===== src/rtl/wdog_pkg.sv =====
package wdog_pkg;

  typedef enum logic {
    WD_SRC_SLOW  = 1'b0,
    WD_SRC_INSTR = 1'b1
  } wd_src_e;

  typedef enum logic [1:0] {
    WD_ACT_NONE = 2'd0,
    WD_ACT_CHIP = 2'd1,
    WD_ACT_WARM = 2'd2
  } wd_act_e;

  // Timeout exponent: base plus the strap offset.
  function automatic int unsigned wd_exp(input int unsigned base, input logic [1:0] sel);
    return base + int'(sel);
  endfunction

  // Reset action chosen for an overflow in a given power state.
  function automatic wd_act_e wd_action(input logic ovf, input logic is_halted);
    if (!ovf)      return WD_ACT_NONE;
    if (is_halted) return WD_ACT_WARM;
    return WD_ACT_CHIP;
  endfunction

endpackage


===== src/rtl/wdog_tick_sel.sv =====
module wdog_tick_sel
  import wdog_pkg::*;
(
  input  logic cfg_enable,
  input  logic cfg_src,
  input  logic slow_tick,
  input  logic instr_tick,
  input  logic halted,
  output logic cnt_tick
);

  logic src_tick;

  // The instruction tick stops with the system clock in halt.
  always_comb begin
    case (wd_src_e'(cfg_src))
      WD_SRC_SLOW:  src_tick = slow_tick;
      WD_SRC_INSTR: src_tick = instr_tick & ~halted;
      default:      src_tick = 1'b0;
    endcase
  end

  assign cnt_tick = cfg_enable & src_tick;

endmodule


===== src/rtl/wdog_divider.sv =====
module wdog_divider
  import wdog_pkg::*;
#(
  parameter int unsigned BASE_EXP = 12,
  parameter int unsigned SEL_W    = 2
) (
  input  logic             clk,
  input  logic             rst_n,
  input  logic             cnt_tick,
  input  logic             clr_evt,
  input  logic [SEL_W-1:0] cfg_exp,
  output logic             wrap_evt,
  output logic             ovf_evt
);

  localparam int unsigned PW = BASE_EXP + (1 << SEL_W) - 1;

  logic [PW-1:0] presc_q;
  logic          armed_q;
  logic [PW-1:0] tap;

  // All-ones mask of the low n prescaler bits.
  function automatic logic [PW-1:0] tap_mask(input logic [SEL_W-1:0] sel);
    int unsigned n;
    n = wd_exp(BASE_EXP, sel);
    return (PW'(1) << n) - PW'(1);
  endfunction

  assign tap      = tap_mask(cfg_exp);
  assign wrap_evt = cnt_tick && ((presc_q & tap) == tap);
  assign ovf_evt  = wrap_evt && armed_q && !clr_evt;

  // Prescaler: only the external reset clears it.
  always_ff @(posedge clk or negedge rst_n) begin
    if (!rst_n)        presc_q <= '0;
    else if (cnt_tick) presc_q <= presc_q + PW'(1);
  end

  // Armed stage: second wrap after a clear is the overflow.
  always_ff @(posedge clk or negedge rst_n) begin
    if (!rst_n)        armed_q <= 1'b0;
    else if (clr_evt)  armed_q <= 1'b0;
    else if (wrap_evt) armed_q <= ~armed_q;
  end

endmodule


===== src/rtl/wdog_reset_ctl.sv =====
module wdog_reset_ctl
  import wdog_pkg::*;
(
  input  logic clk,
  input  logic rst_n,
  input  logic ovf_evt,
  input  logic halted,
  input  logic sw_clr,
  output logic chip_rst_req,
  output logic warm_rst_req,
  output logic timeout_flag
);

  wd_act_e act;

  assign act = wd_action(ovf_evt, halted);

  always_ff @(posedge clk or negedge rst_n) begin
    if (!rst_n) begin
      chip_rst_req <= 1'b0;
      warm_rst_req <= 1'b0;
    end else begin
      chip_rst_req <= (act == WD_ACT_CHIP);
      warm_rst_req <= (act == WD_ACT_WARM);
    end
  end

  always_ff @(posedge clk or negedge rst_n) begin
    if (!rst_n)                  timeout_flag <= 1'b0;
    else if (sw_clr)             timeout_flag <= 1'b0;
    else if (act == WD_ACT_CHIP) timeout_flag <= 1'b1;
  end

endmodule


===== src/rtl/wdog_core.sv =====
module wdog_core
  import wdog_pkg::*;
#(
  parameter int unsigned BASE_EXP = 12
) (
  input  logic       clk,
  input  logic       rst_n,
  input  logic       cfg_enable,
  input  logic       cfg_src,
  input  logic [1:0] cfg_exp,
  input  logic       slow_tick,
  input  logic       instr_tick,
  input  logic       clr_wdt,
  input  logic       halt_enter,
  input  logic       halted,
  output logic       chip_rst_req,
  output logic       warm_rst_req,
  output logic       timeout_flag
);

  // Named internal events, visible to the bound checker.
  logic cnt_tick;
  logic clr_evt;
  logic sw_clr;
  logic wrap_evt;
  logic ovf_evt;

  assign clr_evt = cfg_enable & (clr_wdt | halt_enter);
  assign sw_clr  = cfg_enable & clr_wdt;

  wdog_tick_sel u_tick_sel (
    .cfg_enable (cfg_enable),
    .cfg_src    (cfg_src),
    .slow_tick  (slow_tick),
    .instr_tick (instr_tick),
    .halted     (halted),
    .cnt_tick   (cnt_tick)
  );

  wdog_divider #(
    .BASE_EXP (BASE_EXP),
    .SEL_W    (2)
  ) u_divider (
    .clk      (clk),
    .rst_n    (rst_n),
    .cnt_tick (cnt_tick),
    .clr_evt  (clr_evt),
    .cfg_exp  (cfg_exp),
    .wrap_evt (wrap_evt),
    .ovf_evt  (ovf_evt)
  );

  wdog_reset_ctl u_reset_ctl (
    .clk          (clk),
    .rst_n        (rst_n),
    .ovf_evt      (ovf_evt),
    .halted       (halted),
    .sw_clr       (sw_clr),
    .chip_rst_req (chip_rst_req),
    .warm_rst_req (warm_rst_req),
    .timeout_flag (timeout_flag)
  );

endmodule


===== config.mk =====
export PLATFORM = sky130hd
export DESIGN_NAME = wdog_core
export DESIGN_NICKNAME = d
export VERILOG_FILES = /design/src/rtl/wdog_pkg.sv /design/src/rtl/wdog_tick_sel.sv /design/src/rtl/wdog_divider.sv /design/src/rtl/wdog_reset_ctl.sv /design/src/rtl/wdog_core.sv
export SDC_FILE = /design/constraint.sdc
export NUM_CORES = 1
export LEC_CHECK = 0
export ABC_AREA = 0
export ABC_CLOCK_PERIOD_IN_PS = 1640
export BUFFER_PORTS_ARGS = -buffer_cell sky130_fd_sc_hd__buf_2
export CELL_PAD_IN_SITES_DETAIL_PLACEMENT = 1
export CELL_PAD_IN_SITES_GLOBAL_PLACEMENT = 1
export CORE_ASPECT_RATIO = 1.1
export CORE_MARGIN = 2
export CORE_UTILIZATION = 43
export DETAILED_ROUTE_END_ITERATION = 8
export GPL_TIMING_DRIVEN = 0
export PLACE_DENSITY = 0.78
export SLEW_MARGIN = 20
export SYNTH_ARGS = -nofsm -noshare
export SYNTH_HDL_FRONTEND = slang
export SYNTH_SLANG_ARGS = --single-unit

===== constraint.sdc =====
create_clock -name clk -period 1.64 [get_ports clk]
set_input_delay 0.41 -clock clk [delete_from_list [all_inputs] [get_ports clk]]
set_output_delay 0.41 -clock clk [all_outputs]
set_load 0.03 [all_outputs]

After elaboration in Yosys (flattened, before gate mapping)
Cells that the tools add are included.
{ "totals": {"reg_bits": 19, "in_bits": 11, "output_inout_bits": 3, "wordCells": 38} }
{ "op_classes": {"n_addsub": 3, "n_eq_ne": 3, "shift": 1, "mux": 11, "bitwise_logic": 9, "reduce_logical": 6} }
{ "op_table": {"columns": ["cell", "n"], "rows": [
  ["$shl A1 B32 Y15 const A", 1],
  ["$add A15 B1 Y15 const B", 1],
  ["$and A15 B15 Y15", 1],
  ["$eq A15 B15 Y1", 1],
  ["$sub A15 B2 Y15 const B", 1],
  ["$mux W2", 4],
  ["$mux W1", 6],
  ["$add A4 B2 Y5 const A", 1],
  ["$and A1 B1 Y1", 4],
  ["$reduce_bool A2 Y1", 2],
  ["$logic_and A1 B1 Y1", 3],
  ["$not A1 Y1", 3],
  ["$eq A2 B1 Y1 const B", 1],
  ["$eq A2 B2 Y1 const B", 1],
  ["$pmux W1 S2", 1],
  ["$logic_not A1 Y1", 1],
  ["$or A1 B1 Y1", 1]
]} }

Logic depth before layout (Yosys ltp)
{ "depth": {"ltp_word": 15, "depth_mapped": 5, "mapped_depth_nobuf": 5} }

Cells and area by module
A second synthesis with hierarchy kept.
{ "hier_totals": {"cells_unflattened": 74, "area_unflattened_um2": 893.4} }
{ "by_module_without_submodules": {"columns": ["mod", "n_inst", "cells_each", "area_per_inst_um2"], "rows": [
  ["wdog_divider", 1, 63, 755.7],
  ["wdog_reset_ctl", 1, 6, 106.4],
  ["wdog_tick_sel", 1, 3, 17.5],
  ["wdog_core", 1, 2, 13.8]
]} }

Least setup slack after synthesis
OpenSTA, ideal clock, no wires.
{ "synth_path": {"kind": "in2reg", "from": "input port halted", "to": "register u_divider.presc_q[13]", "setup_time_ns": 0.123, "arrival_ns": 1.225, "path_slack_ns": 0.292, "path_stages": 4, "cell_sequence": "nand4b_2 > a211oi_4 > nand4_1 > xnor2_1"} }
{ "synth_between": {"elab_chain_len": 4} }
{ "synth_lines": {"columns": ["element", "line_no", "source"], "rows": [
  ["start, declared", "wdog_core.sv:15", "input logic halted,"],
  ["$not A1 Y1", "wdog_tick_sel.sv:18", "WD_SRC_INSTR: src_tick = instr_tick & ~halted;"],
  ["$and A1 B1 Y1", "wdog_tick_sel.sv:18", null],
  ["$pmux W1 S2", "wdog_tick_sel.sv:16", "case (wd_src_e'(cfg_src))"],
  ["$and A1 B1 Y1", "wdog_tick_sel.sv:23", "assign cnt_tick = cfg_enable & src_tick;"],
  ["end signal, assigned", "wdog_divider.sv:36", "else if (cnt_tick) presc_q <= presc_q + PW'(1);"],
  ["end, declared", "wdog_divider.sv:18", "logic [PW-1:0] presc_q;"]
]} }
No other way between the ends.
A chain may end at the register's enable or synchronous reset.

Final worst setup path
{ "layout_path": {"from": "register u_divider.presc_q[0]", "to": "register u_divider.presc_q[4]"} }
{ "layout_between": {"elab_chain_len": 1} }
{ "layout_lines": {"columns": ["element", "line_no"], "rows": [
  ["$add A15 B1 Y15", "wdog_divider.sv:36"]
]} }
No other way between the ends.

==> flow_summary.toml <==
[timing]
final.min_clock_period_ns = 1.426
slew_viol_final = 0
relSlewSlack_pct = 71.39
final.setup_skew_ns = 0.008949
hold_viol_final = 0
rsz0062_at_grt = "no"
tightest_slew_ns = 0.4291
finalSetupViolations = 0
setup-tns-final_ns = 0
max_clock_freq_ghz = 0.7012
min_period_over_period_pct = 86.96

[layout]
final_cells = 121
mostFrequentLayoutCell = "dfrtp_1"
drive_gt1_share_pct = 30.11
layout_common_cells = "dfrtp_1 (19), buf_2 (13), xnor2_1 (8)"
num_antenna_cells = 0
syn_to_final_growth_pct = 13.32
final_core_util_pct = 52.63
n_fill_cell = 227
final_nets = 106

[drt]
via_count = 632
final_antenna_net_count = 0
vias_per_cell = 5.223
dr.pass1.iters = 3
drt_wl_total_um = 1756
drc = 0
drt_iter0_drc = 1
wire_per_inst_um = 14.51

[synthesis]
synth-edff-count = 0
netlist.area_leader.share_pct = 50.13
synth_top_area_cell = "dfrtp_1"
syn_inst = 76
synth_warnings = 0
yosys-top-cells-area = "dfrtp_1 (50%), xnor2_1 (7.4%), xor2_1 (5.5%), nand2_1 (2.4%), nand4_4 (2.2%)"
syn-cell-area_um2 = 948.4
synth_nets = 88
synth-seq-area-share_pct = 50.13
ys_types = 32
syn-mean-instance-area_um2 = 12.48
synth-async-reset-ratio_pct = 100.0
ys_seq_elements = 19
yosys_most_used_dff = "dfrtp_1"

[global_route]
grtUsageMet2_pct = 28.08
busiest_layer = "met2"
antenna_found_initial = 0
grt_usage_pct = 16.48
use_met3_pct = 2.825
grt_max_degree = 20
grt_pass1_vias = 693
grt_overflow = 0
grt_pass1_wl_um = 3070
use_met1_pct = 19.75

[floorplanning]
io_pins = 14
fp.dieArea_um2 = 2598
fp.coreArea_um2 = 2042
row_count = 17
fp.dieW_um = 48.78
dieHeight_um = 53.26
initial_core_util_pct = 46.45

[worst_setup_path]
start_kind = "register"
r2r-start = "u_divider.presc_q[0]"
arrival_ns = 1.62
end_kind = "register"
cp_max_fo = 4
cp.required_ns = 1.83
crit_start = "u_divider.presc_q[0]"
crit_type = "register to register"

[power]
swShare_pct = 29.01
ir_worst_vdd_mv = 0.4538
p_clk_share_pct = 23.9
internal_power_uw = 700.3
p_leak_nw = 0.5318
pwr-share-comb_pct = 15.8
p_switching_uw = 286.2
p_seq_share_pct = 60.3
powerDensity_nw_per_um2 = 917.8

[placement]
globalplace.congestion = 0.7103
numPortBuffers = 13
placed_cells = 117
dp_hpwl_um = 1371

[cts]
clock_path_buffers = 2
htreeDepth = 1
cts_tree = "done"
clk_pin_slew_ns = 0.11
clk_latency_ns = 0.30
hold_buffers = 0
post_cts_buffers = 0
clock-sinks = 19
cts_buffers = 3
clockRootBuffer = "clkbuf_4"
ctsResizeCount = 0

[hold_path]
hp-class = "input port to async pin"

[outcome]
outcome = "finished, final reports clean"

[run]
maxCapViolCount = 0
[final cells by class]
type	instances	area [um^2]	share of cell area (%)
flip-flops and latches	19	475.5	44.24
well taps	28	35.03	3.260
clock buffers	4	26.28	2.445
multi-input cells	57	473.0	44.00
repair buffers	13	65.06	6.054
[cell usage after synthesis, types with 2 or more instances]
master,number
nand2_1,6
nand4_1,3
xor2_1,6
nor2b_1,2
xnor2_1,8
nand3b_1,2
nand3_1,3
and3_1,3
dfrtp_1,19
and2_1,2
[power by group through the flow]
stage | Clock [mW] | Sequential [mW] | Combinational, mW
after detailed placement | 0 | 0.604 | 0.161
final | 0.236 | 0.595 | 0.156
after CTS | 0.249 | 0.596 | 0.163
after floorplan | 0 | 0.589 | 0.113
after global routing | 0.267 | 0.608 | 0.185
after global placement | 0 | 0.601 | 0.150
[per-layer routing]
metal | up-vias | wire length (um)
met5 | - | 0
met3 | 4 | 46
met4 | 0 | 30
met2 | 10 | 899
li1 | 308 | -
met1 | 310 | 780
[cell families after synthesis]
kind of cell / share of synthesized area (%)
XOR/XNOR: 12.93
multiplexers: 2.243
AO/OA/AOI/OAI: 7.124
flip-flops: 50.13
AND/OR/NAND/NOR: 26.25
adder cells (fa/ha/maj): 1.319
[registers in the layout, indices dropped and copies added (netlist names)]
signal                    count
u_divider.presc_q            15
u_divider.armed_q             1
u_reset_ctl.chip_rst_req      1
u_reset_ctl.timeout_flag      1
u_reset_ctl.warm_rst_req      1
[worst max-delay path, cell delays in order (launching register included)]
cell	delay [ns]
dfrtp_1	0.43
ha_1	0.21
and2_2	0.18
o21a_1	0.15
and3_1	0.21
xor2_1	0.14
[final timing paths]
| path | endpoint | slack, ns | cells past startpoint |
|---|---|---|---|
| hold / removal | u_divider.presc_q[4] | 0.03 | 1 |
| setup / recovery | u_divider.presc_q[4] | 0.21 | 5 |
| min in group clk | u_reset_ctl.timeout_flag | 0.29 | 2 |
| hold reg to reg | u_divider.presc_q[14] | 0.48 | 1 |
| max in group asynchronous | u_divider.presc_q[3] | 1.30 | 1 |
| setup reg to reg | u_divider.presc_q[4] | 0.21 | 5 |
[through the flow]
stage	total power, mW	hold slack [ns]	setup slack [ns]	area (um^2)
finish	0.9864	0.03426	0.2138	1075
global route	1.061	0.05449	0.1095	1075
CTS	1.008	0.04752	0.1857	1075
detailed placement	0.7654	0.3813	0.02274	1049
global placement	0.7510	0.3757	0.03736	1049
floorplan	0.7017	0.1144	0.2921	948.4
Note: power is estimated with default switching activity, not from simulation.
